<file path="src/rtl/mulpre_pkg.sv">
package mulpre_pkg;

  typedef enum logic [1:0] {
    ST_IDLE,
    ST_SCREEN,
    ST_PASS
  } mp_state_t;

  // Significant-bit length: index of the top set bit plus one (0 for zero).
  function automatic logic [7:0] sig_len(input logic [63:0] v);
    logic [7:0] n;
    n = '0;
    for (int i = 0; i < 64; i++) begin
      if (v[i]) n = 8'(i + 1);
    end
    return n;
  endfunction

  // Digit passes needed for a multiplier of the given length.
  function automatic int digit_passes(input int len, input int dig);
    return (len + dig - 1) / dig;
  endfunction

endpackage

</file>
<file path="src/rtl/mulpre_screen.sv">
module mulpre_screen
  import mulpre_pkg::*;
#(
  parameter int W    = 32,
  parameter int DIG  = 8,
  parameter int LW   = $clog2(W + 1),
  parameter int PW   = 2
) (
  input  logic [W-1:0]  opa,
  input  logic [W-1:0]  opb,
  output logic          is_zero,
  output logic          is_reject,
  output logic          is_edge,
  output logic [W-1:0]  mcand,
  output logic [W-1:0]  mplier,
  output logic [PW-1:0] npass
);

  logic [LW-1:0] len_a, len_b, len_m;
  logic [LW:0]   len_sum;
  logic          a_is_short;

  assign len_a      = LW'(sig_len(64'(opa)));
  assign len_b      = LW'(sig_len(64'(opb)));
  assign len_sum    = {1'b0, len_a} + {1'b0, len_b};
  assign a_is_short = len_a < len_b;

  assign is_zero    = (opa == '0) || (opb == '0);
  assign is_reject  = !is_zero && (int'(len_sum) > W + 1);
  assign is_edge    = !is_zero && (int'(len_sum) == W + 1);

  assign mcand  = a_is_short ? opb : opa;
  assign mplier = a_is_short ? opa : opb;
  assign len_m  = a_is_short ? len_a : len_b;
  assign npass  = PW'(digit_passes(int'(len_m), DIG));

  always_comb begin
    if (!is_zero && !is_reject) begin
      AST_SHORT_MPLIER: assert (int'(len_m) <= W / 2);
      AST_PASS_COUNT: assert (npass != '0);
    end
  end

endmodule

</file>
<file path="src/rtl/mulpre_digit.sv">
module mulpre_digit #(
  parameter int W     = 32,
  parameter int DIG   = 8,
  parameter int ACC_W = 48,
  parameter int PW    = 2
) (
  input  logic [W-1:0]     mcand,
  input  logic [W-1:0]     mplier,
  input  logic [PW-1:0]    idx,
  output logic [ACC_W-1:0] pp_aligned
);

  logic [DIG-1:0] digit;

  // Whole-digit product, then alignment by the digit position.
  always_comb begin
    int sh;
    sh         = int'(idx) * DIG;
    digit      = DIG'(mplier >> sh);
    pp_aligned = (ACC_W'(mcand) * ACC_W'(digit)) << sh;
  end

endmodule

</file>
<file path="src/rtl/mulpre_top.sv">
module mulpre_top
  import mulpre_pkg::*;
#(
  parameter int W   = 32,
  parameter int DIG = 8
) (
  input  logic         clk,
  input  logic         rst_n,
  input  logic         start_valid,
  output logic         start_ready,
  input  logic [W-1:0] op_a,
  input  logic [W-1:0] op_b,
  output logic         done,
  output logic [W-1:0] result,
  output logic         overflow
);

  localparam int MAXP  = (W / 2 + DIG - 1) / DIG;
  localparam int PW    = $clog2(MAXP + 1);
  localparam int ACC_W = W + MAXP * DIG;
  localparam int LW    = $clog2(W + 1);

  mp_state_t         state;
  logic [W-1:0]      opa_q, opb_q, mcand_q, mplier_q;
  logic [PW-1:0]     npass_q, idx_q;
  logic [ACC_W-1:0]  acc_q;
  logic [W-1:0]      res_q;
  logic              ovf_q, done_q;

  // Named events for the assertions.
  logic              accept, scr_zero, scr_reject, scr_edge, pass_last;
  logic [W-1:0]      scr_mcand, scr_mplier;
  logic [PW-1:0]     scr_npass;
  logic [ACC_W-1:0]  pp, acc_nxt;

  assign start_ready = (state == ST_IDLE);
  assign accept      = start_valid && start_ready;

  mulpre_screen #(.W(W), .DIG(DIG), .LW(LW), .PW(PW)) u_screen (
    .opa       (opa_q),
    .opb       (opb_q),
    .is_zero   (scr_zero),
    .is_reject (scr_reject),
    .is_edge   (scr_edge),
    .mcand     (scr_mcand),
    .mplier    (scr_mplier),
    .npass     (scr_npass)
  );

  mulpre_digit #(.W(W), .DIG(DIG), .ACC_W(ACC_W), .PW(PW)) u_digit (
    .mcand      (mcand_q),
    .mplier     (mplier_q),
    .idx        (idx_q),
    .pp_aligned (pp)
  );

  assign acc_nxt   = acc_q + pp;
  assign pass_last = (state == ST_PASS) && (idx_q == npass_q - PW'(1));

  always_ff @(posedge clk or negedge rst_n) begin
    if (!rst_n) begin
      state    <= ST_IDLE;
      opa_q    <= '0;
      opb_q    <= '0;
      mcand_q  <= '0;
      mplier_q <= '0;
      npass_q  <= '0;
      idx_q    <= '0;
      acc_q    <= '0;
      res_q    <= '0;
      ovf_q    <= 1'b0;
      done_q   <= 1'b0;
    end else begin
      done_q <= 1'b0;
      case (state)
        ST_IDLE: begin
          if (accept) begin
            opa_q <= op_a;
            opb_q <= op_b;
            state <= ST_SCREEN;
          end
        end
        ST_SCREEN: begin
          if (scr_zero || scr_reject) begin
            res_q  <= '0;
            ovf_q  <= scr_reject;
            done_q <= 1'b1;
            state  <= ST_IDLE;
          end else begin
            mcand_q  <= scr_mcand;
            mplier_q <= scr_mplier;
            npass_q  <= scr_npass;
            idx_q    <= '0;
            acc_q    <= '0;
            state    <= ST_PASS;
          end
        end
        ST_PASS: begin
          acc_q <= acc_nxt;
          if (pass_last) begin
            res_q  <= acc_nxt[W-1:0];
            ovf_q  <= |acc_nxt[ACC_W-1:W];
            done_q <= 1'b1;
            state  <= ST_IDLE;
          end else begin
            idx_q <= idx_q + PW'(1);
          end
        end
        default: state <= ST_IDLE;
      endcase
    end
  end

  assign done     = done_q;
  assign result   = res_q;
  assign overflow = ovf_q;

  AST_BUSY_AFTER_ACCEPT: assert property (@(posedge clk) disable iff (!rst_n) accept |=> !start_ready);
  AST_ZERO_EARLY: assert property (@(posedge clk) disable iff (!rst_n) (state == ST_SCREEN && scr_zero) |=> (done && result == '0 && !overflow));
  AST_REJECT_EARLY: assert property (@(posedge clk) disable iff (!rst_n) (state == ST_SCREEN && scr_reject) |=> (done && overflow));
  AST_NO_OVERFLOW: assert property (@(posedge clk) disable iff (!rst_n) (state == ST_SCREEN && !scr_zero && !scr_reject && !scr_edge) |-> (scr_mplier < (W'(1) << (W / 2))));
  AST_PASS_BOUND: assert property (@(posedge clk) disable iff (!rst_n) (state == ST_PASS) |-> (int'(idx_q) < MAXP));
  AST_DONE_PULSE: assert property (@(posedge clk) disable iff (!rst_n) done |=> !done);
  AST_RESULT_HOLD: assert property (@(posedge clk) disable iff (!rst_n) !done |-> $stable(result) && $stable(overflow));

endmodule

</file>
<file path="config.mk">
export PLATFORM = sky130hd
export DESIGN_NAME = mulpre_top
export DESIGN_NICKNAME = d
export VERILOG_FILES = /design/src/rtl/mulpre_pkg.sv /design/src/rtl/mulpre_screen.sv /design/src/rtl/mulpre_digit.sv /design/src/rtl/mulpre_top.sv
export SDC_FILE = /design/constraint.sdc
export NUM_CORES = 1
export LEC_CHECK = 0
export BUFFER_PORTS_ARGS = -buffer_cell sky130_fd_sc_hd__buf_2
export CAP_MARGIN = 20
export CORE_UTILIZATION = 30
export CTS_CLUSTER_DIAMETER = 60
export DETAILED_ROUTE_END_ITERATION = 6
export GPL_ROUTABILITY_DRIVEN = 0
export HOLD_SLACK_MARGIN = 0.06
export SYNTH_ARGS = -nofsm -noshare
export SYNTH_HDL_FRONTEND = slang
export SYNTH_SLANG_ARGS = --single-unit
export TNS_END_PERCENT = 5
</file>
<file path="constraint.sdc">
create_clock -name clk -period 8.35 [get_ports clk]
set_clock_uncertainty 0.1 [all_clocks]
set_input_delay 1.67 -clock clk [delete_from_list [all_inputs] [get_ports clk]]
set_output_delay 1.67 -clock clk [all_outputs]
set_load 0.01 [all_outputs]
</file>
; Word level (Yosys, flattened, before mapping)
; Index checks and enable logic that the tools add are counted.
[op_classes]
add_sub_neg = 7
mul = 1
magnitude_cmp = 2
n_eq_ne = 8
n_shift = 2
n_mux = 85
n_bitwise = 2
reduce_logical = 18
[ops]
columns = op, n
row1 = $mux 5, 32
row2 = $mux 32, 4
row3 = $pmux 48 s2, 1
row4 = $logic_not 32->1, 2
row5 = $mux 4, 16
row6 = $pmux 32 s2, 1
row7 = $add 48x48->48, 1
row8 = $mux 48, 1
row9 = $shl 40x5->48, 1
row10 = $mul 32x8->40, 1
row11 = $shr 32x5->8, 1
row12 = $mux 3, 8
row13 = $mux 2, 9
row14 = $mux 6, 3
row15 = $reduce_or 16->1, 1
row16 = $ne 2x2->1 const B, 4
row17 = $reduce_and 2->1, 4
row18 = $sub 7x1->8 const B, 1
row19 = $add 6x4->7 const B, 1
row20 = $add 6x6->7, 1
row21 = $gt 7x6->1 const B, 1
row22 = $lt 6x6->1, 1
row23 = $mux 1, 6
row24 = $pmux 2 s3, 1
row25 = 18 further kinds, 23
[word_totals]
register_bits = 216
input_bits = 67
word_cells = 136

; Logic depth before layout (Yosys ltp)
; Gate-level depths: netlist of the first run.
[logic_depth]
depth_word = 39
depth_mapped = 38

; Hierarchy
; A second synthesis of the first run with hierarchy kept.
[unflattened]
hier_cells = 2382
area_unflattened_um2 = 22054.9
[modules_own_cells]
columns = mod, instances, cells_each, area_each_um2, seq_area_each_um2
row1 = mulpre_top, 1, 1023, 10974.3, 5405.2
row2 = mulpre_digit, 1, 1087, 9091.2, 0.0
row3 = mulpre_screen, 1, 272, 1989.4, 0.0

; Worst setup path after synthesis of the first run
; No wires, ideal clock.
[synth_path]
path_type = register to register
startpoint = register idx_q[0]
endpoint = register ovf_q, in the netlist overflow
setup_ps = 131
t_arrival_ps = 8529
required_ps = 8119
slack_ps = -411
stages_incl_launch_ff = 35
path_buffers = 3
period_less_slack_ps = 8761
cell_sequence = dfrtp_1 > buf_1 > mux4_2 > clkbuf_1 > and2_1 > fa_1 > fa_1 > fa_1 > inv_1 > fa_1 > inv_1 > ha_1 > a21oi_1 > nor2_1 > o41ai_1 > a21oi_1 > a21o_1 > a211oi_1 > o311ai_0 > xnor2_1 > a211oi_1 > a21oi_1 > ha_1 > clkbuf_1 > a21o_1 > a21o_1 > a21oi_1 > a31oi_1 > or4_1 > a211oi_1 > xor2_1 > nand4bb_1 > nor4_1 > and4b_1 > a31oi_1
[synth_via]
elab_chain_cells = 7
word_cells_on_any_way = 11
cone_classes = add/sub (1) / mul (1) / eq/ne (2) / shift (2) / mux (2) / reduce/logical (3)
[synth_rtl]
columns = item, line
row1 = from (decl), mulpre_top.sv:25  ; logic [PW-1:0] npass_q, idx_q;
row2 = from (signal assigned), mulpre_top.sv:106  ; idx_q <= idx_q + PW'(1);
row3 = $shr 32x5->8, mulpre_digit.sv:19  ; digit = DIG'(mplier >> sh);
row4 = $mul 32x8->40, mulpre_digit.sv:20  ; pp_aligned = (ACC_W'(mcand) * ACC_W'(digit)) << sh;
row5 = $shl 40x5->48, mulpre_digit.sv:20
row6 = $add 48x48->48, mulpre_top.sv:57  ; assign acc_nxt = acc_q + pp;
row7 = $reduce_or 16->1, mulpre_top.sv:102  ; ovf_q <= |acc_nxt[ACC_W-1:W];
row8 = $mux 1, mulpre_top.sv:100  ; if (pass_last) begin
row9 = $pmux 1 s2, mulpre_top.sv:75  ; case (state)
row10 = to (signal assigned), mulpre_top.sv:86  ; ovf_q <= scr_reject;
row11 = to (signal assigned), mulpre_top.sv:102
row12 = to (decl), mulpre_top.sv:28  ; logic ovf_q, done_q;
; Several ways; a longest one is shown, not always the timed one. The select of a mux whose other input is x is not followed.
; A chain may end at the register's enable or synchronous reset.

; Worst setup path after layout of the first run
; Ends and elaborated chain as after synthesis.

==> results_dict.tcl, run 1 <==
set metrics [dict create \
    synth_area_um2 21300 \
    finalSetupViolations 9 \
    nets 3076 \
    synth_seq_cells 216 \
    startpoint_type "flop" \
    synth_top_family_by_area "adder cells" \
    grt_pass1_vias 17700 \
    cts.clk_slew.worst_paths_ns 0.06 \
    overflow 0 \
    hpwl_um 47700 \
    seqCellArea_um2 5410 \
    tightest_slew_ns 1.05 \
    grt_pass1_wl_um 97200 \
    postSynthAreaPerCell_um2 8.99 \
    yosys.area_share.adder_pct 24.2 \
    max_slew_margin_pct 29.2 \
    grt_max_degree 143 \
    crit_start "idx_q[0]" \
    yosysUniqueCellTypes 78 \
    ys_warn_count 0 \
    reg2regPathDepth 31 \
    routed_wirelength_um 61300 \
    synth-main-ff-cell "dfrtp_1" \
    maxCapViolCount 0 \
    r2r-end "overflow" \
    slowest_delay_ns 0.61 \
    post_drt_via_cell_ratio 4.93 \
    rows 97 \
    cts_root_buffer "clkbuf_16" \
    worst_hold_slack_ns 0.375 \
    track_usage_pct 16.9 \
    start_util_pct 30.4 \
    synthMuxAreaShare_pct 8.81 \
    dieArea_um2 72200 \
    synth_simple_gate_area_share_pct 17.3 \
    hold_path_startpoint "result[6]" \
    coreArea_um2 70300 \
    dieWidth_um 269 \
    run_status "finished with violations" \
    post-place-cells 3594 \
    min_path_type "flop to flop" \
    final.fill_count 7048 \
    crit_family "adder cells" \
    io_buffers 101 \
    hold_violations 0 \
    drt-wirelength-per-cell_um 16.7 \
    clk_latency_ns 0.57 \
    post-route-drc-count 0 \
    worstHoldEndpoint "result[6]" \
    rsz0062_at_grt "true" \
    drtIter0Drc 1230 \
    cp_common_cell "fa_1" \
    cts_hold_buffers 0 \
    violations "negative setup slack" \
    cp_slowest_cell "mux4_2" \
    critPathKind "flop to flop" \
    antenna_found_initial 0 \
    final-max-slew-violation-count 0 \
    r2r_slack_ns -0.45 \
    ios 102 \
    stdcell_count 3665 \
    postRouteAntennaNets 0 \
    synth_edf_count 0 \
    reg2reg_from "idx_q[0]" \
    timing.final.ws_setup_ns -0.453 \
    synth-xor-area-share_pct 3.16 \
    fp.dieH_um 269 \
    path_max_fanout 9 \
    path_buf_inv 5 \
    drive_gt1_share_pct 23.4 \
    min_path_cells 2 \
    synth-compound-area-share_pct 15.1 \
    synthArstFlopShare_pct 100 \
    cts_tree "done" \
    clockBufferDepth 3 \
    syn-num-nets 2746 \
    setup_tns_ns -2.09 \
    dr.pass1.iters 6 \
    finalCritPeriodShare_pct 105 \
    cts_buffers 29 \
    num_vias 18100 \
    diodes 0 \
    post-route-min-period_ns 8.80 \
    synth_cells 2375 \
    multi_input_area_um2 15100 \
    critPathRequiredTime_ns 8.69 \
    clkSinkCount 216 \
    htreeDepth 1 \
    fmax_mhz 114 \
    end_kind "flop" \
    cp.arrival_ns 9.14 \
    ys_seq_area_share_pct 25.3 \
    area_growth_pct 23.2 \
]
## cells by family after synthesis
kind of cell | Yosys count
simple gates | 760
compound gates | 526
buf+inv | 325
fa+ha+maj | 304
flops | 216
mux | 167
xor+xnor | 77
## worst min-delay path: stages, from the launching register on
cell     delay, ns
dfrtp_1       0.34
nand2_1       0.04
o21ai_0       0.06
## per-layer routing
metal	part of all wire [%]	wire length [um]	vias up	global-route usage, %
li1	-	-	8725	-
met1	45	27800	8867	23.4
met2	49	29800	390	28.2
met3	3.9	2410	79	1.53
met4	2.3	1410	0	4.35
met5	0	0	-	0
## repair_timing
item / in CTS / in global routing
buffers inserted: 7 / 10
setup endpoints to repair: 15 / 39
hold endpoints to repair: 0 / 0
pin swaps: 6 / 28
gates cloned: 1 / 1
gates resized for setup: 32 / 48
## stage by stage
stage | instance area [um2] | utilization (%) | setup slack [ns]
floorplan | 21400 | - | 0.0289
global placement | 24900 | 35.4 | -0.507
detailed placement | 24900 | 35.4 | -0.679
CTS | 26000 | 37.0 | -0.427
global route | 26300 | 37.4 | -0.863
finish | 26300 | 37.4 | -0.453
## state kept, by name, summed over array words and instances, names as in the netlist
| name | count |
|---|---|
| acc_q | 48 |
| mcand_q | 32 |
| mplier_q | 32 |
| opa_q | 32 |
| opb_q | 32 |
| result | 32 |
| idx_q | 2 |
| npass_q | 2 |
| state | 2 |
| done | 1 |
| overflow | 1 |
## layout make-up
type	count	share of cell area, %
clock buffers	35	3.00
clock inverters	16	0.518
inverters	206	2.94
multi-input cells	1836	57.3
flip-flops and latches	216	20.6
well taps	940	4.47
repair buffers	416	11.2
## synthesized netlist by cell type, drive strengths merged (29+ instances only)
| cell | instances | area (um2) |
|---|---|---|
| ha | 122 | 1530 |
| dfrtp | 216 | 5410 |
| nor3 | 29 | 145 |
| mux2 | 76 | 856 |
| and2 | 202 | 1260 |
| a21oi | 134 | 671 |
| nand2 | 318 | 1200 |
| a21o | 44 | 333 |
| inv | 206 | 773 |
| o21ai | 188 | 945 |
| nor2 | 101 | 379 |
| xor2 | 30 | 263 |
| mux2i | 82 | 821 |
| xnor2 | 47 | 412 |
| fa | 182 | 3640 |
| clkbuf | 100 | 409 |
## layout by cell type (no fill, tap or decap), types with 42 or more instances in the layout
master and count:
a21o_1 42, a21oi_1 115, and2_1 201, buf_2 100
buf_4 309, dfrtp_1 215, fa_1 182, ha_1 120
inv_1 206, mux2_2 76, mux2i_1 81, nand2_1 313
nor2_1 97, o21ai_0 170, xnor2_1 42
## worst max-delay path by stage
stage	slack [ns]	to	depth (start not counted)
finish	-0.45	overflow	31
global placement	-0.51	overflow	35
detailed placement	-0.68	overflow	35
CTS	-0.43	overflow	34
global route	-0.86	overflow	31
floorplan	0.03	overflow	36
Power of run 1 is not shown: default switching activity piles up to over one toggle a cycle in this logic, so the estimate is an artifact.
==> run 2: changes to the inputs <==
--- a/config.mk
+++ b/config.mk
@@ -15,4 +15,5 @@
 export SYNTH_ARGS = -nofsm -noshare
 export SYNTH_HDL_FRONTEND = slang
+export SYNTH_HIERARCHICAL = 1
 export SYNTH_SLANG_ARGS = --single-unit
 export TNS_END_PERCENT = 5
--- a/constraint.sdc
+++ b/constraint.sdc
@@ -3,3 +3,3 @@
 set_input_delay 1.67 -clock clk [delete_from_list [all_inputs] [get_ports clk]]
 set_output_delay 1.67 -clock clk [all_outputs]
-set_load 0.01 [all_outputs]
+set_load 0.05 [all_outputs]
==> results_dict.tcl, run 2 <==
set metrics [dict create \
    cts_root_buffer "clkbuf_16" \
    cts_buffers 26 \
    antenna_found_initial 0 \
    cp_slowest_cell "mux4_2" \
    maxCapViolCount 0 \
    critPathRequiredTime_ns 8.68 \
    track_usage_pct 17.8 \
    max_slew_margin_pct 30.8 \
    syn-num-nets 2751 \
    postSynthAreaPerCell_um2 9.26 \
    start_util_pct 30.3 \
    area_growth_pct 25.9 \
    cp.arrival_ns 8.97 \
    met3_usage_pct 2.41 \
    tightest_slew_ns 1.03 \
    clk_latency_ns 0.56 \
    fmax_mhz 116 \
    startpoint_type "flop" \
    ios 102 \
    cts_hold_buffers 0 \
    num_vias 18900 \
    postRouteAntennaNets 0 \
    final-max-slew-violation-count 0 \
    design_area_um2 27800 \
    drive_gt1_share_pct 30.2 \
    min_path_type "flop to flop" \
    end_kind "flop" \
    dieArea_um2 74600 \
    final_common_cell "buf_4" \
    diodes 0 \
    largest_register_ffs 48 \
    finalCritPeriodShare_pct 103 \
    nets 3086 \
    routed_wirelength_um 66000 \
    grt_pass1_vias 19300 \
    regMostFlops "acc_q" \
    fp.dieH_um 273 \
    most-common-layout-cells "buf_4 (292), nand2_1 (258), inv_1 (218), dfrtp_1 (215), and2_1 (203)" \
    place_area_um2 25400 \
    clkSinkCount 216 \
    clockBufferDepth 3 \
    violations "design-rule violations, negative setup slack" \
    cts.clk_slew.worst_paths_ns 0.07 \
    synth_cells 2380 \
    grtUsageMet2_pct 29.8 \
    grt_max_degree 85 \
    grt-busiest-layer "met2" \
    post-route-drc-count 1 \
    htreeDepth 1 \
    run_status "finished with violations" \
    path_max_fanout 7 \
    drtIter0Drc 1417 \
    rows 99 \
    post_drt_via_cell_ratio 5.11 \
    grt_pass1_wl_um 106000 \
    post-route-min-period_ns 8.63 \
    coreArea_um2 72800 \
    dieWidth_um 273 \
    drt-wirelength-per-cell_um 17.9 \
    slowest_delay_ns 0.62 \
    synth_area_um2 22000 \
    cts_tree "done" \
    critPathKind "flop to flop" \
    io_buffers 101 \
    hold_violations 0 \
    dpl_worst_slack_ns -0.433 \
    rsz0062_at_grt "true" \
    overflow 0 \
    dr.pass1.iters 7 \
    grt_use_met1_pct 23.7 \
    finalSetupViolations 5 \
    ys_warn_count 6 \
    hpwl_um 50200 \
    timing.final.ws_setup_ns -0.281 \
]
-- run 2: worst max-delay path: cells and delay by family, from the launching register on --
kind | cells | cell delay [ns]
multiplexers | 1 | 0.62
adder cells (fa/ha/maj) | 6 | 2.71
buffers and inverters | 6 | 0.90
flip-flops | 1 | 0.41
XOR/XNOR | 2 | 0.29
AND/OR/NAND/NOR | 8 | 1.56
AO/OA/AOI/OAI | 9 | 1.89
-- run 2: per-stage QoR --
step                utilization (%)  instances  TNS [ns]  hold slack [ns]
floorplan                         -       2380         0            0.355
CTS                            37.0       3671    -0.165            0.379
finish                         38.1       3694    -0.528            0.373
global placement               34.9       3601    -0.650            0.360
global route                   38.1       3694     -3.75            0.410
detailed placement             34.9       3601     -1.45            0.365
-- run 2: worst paths after layout --
check / startpoint / to / slack, ns / cells after the start
max reg2reg: idx_q[0] / overflow / -0.28 / 32
min reg2reg: result[19] / result[19] / 0.37 / 2
max: idx_q[0] / overflow / -0.28 / 32
min: result[19] / result[19] / 0.37 / 2
max in group asynchronous: rst_n / acc_q[0] / 5.91 / 2
min in group asynchronous: rst_n / acc_q[46] / 0.91 / 1
-- run 2: layer usage --
layer	up-vias	share of wire, %
met3	117	5.3
met2	530	48
li1	8832	-
met5	-	0
met1	9398	44
met4	0	3.0
-- run 2: cell type report --
| cell class | count | area, um2 |
|---|---|---|
| fillers | 7329 | 45100 |
| well taps | 959 | 1200 |
| clock inverters | 14 | 166 |
| flip-flops and latches | 216 | 5410 |
| clock buffers | 34 | 752 |
| multi-input cells | 1840 | 16400 |
| inverters | 222 | 833 |
| repair buffers | 409 | 2990 |
-- run 2: repair_timing --
| item | in CTS | in global routing |
|---|---|---|
| setup endpoints to repair | 12 | 37 |
| hold endpoints to repair | 0 | 0 |
| pin swaps | 52 | 89 |
| buffers inserted | 17 | 22 |
| cloned | 5 | 0 |
| gates resized for setup | 75 | 123 |
Power of run 2 is left out for the same reason.
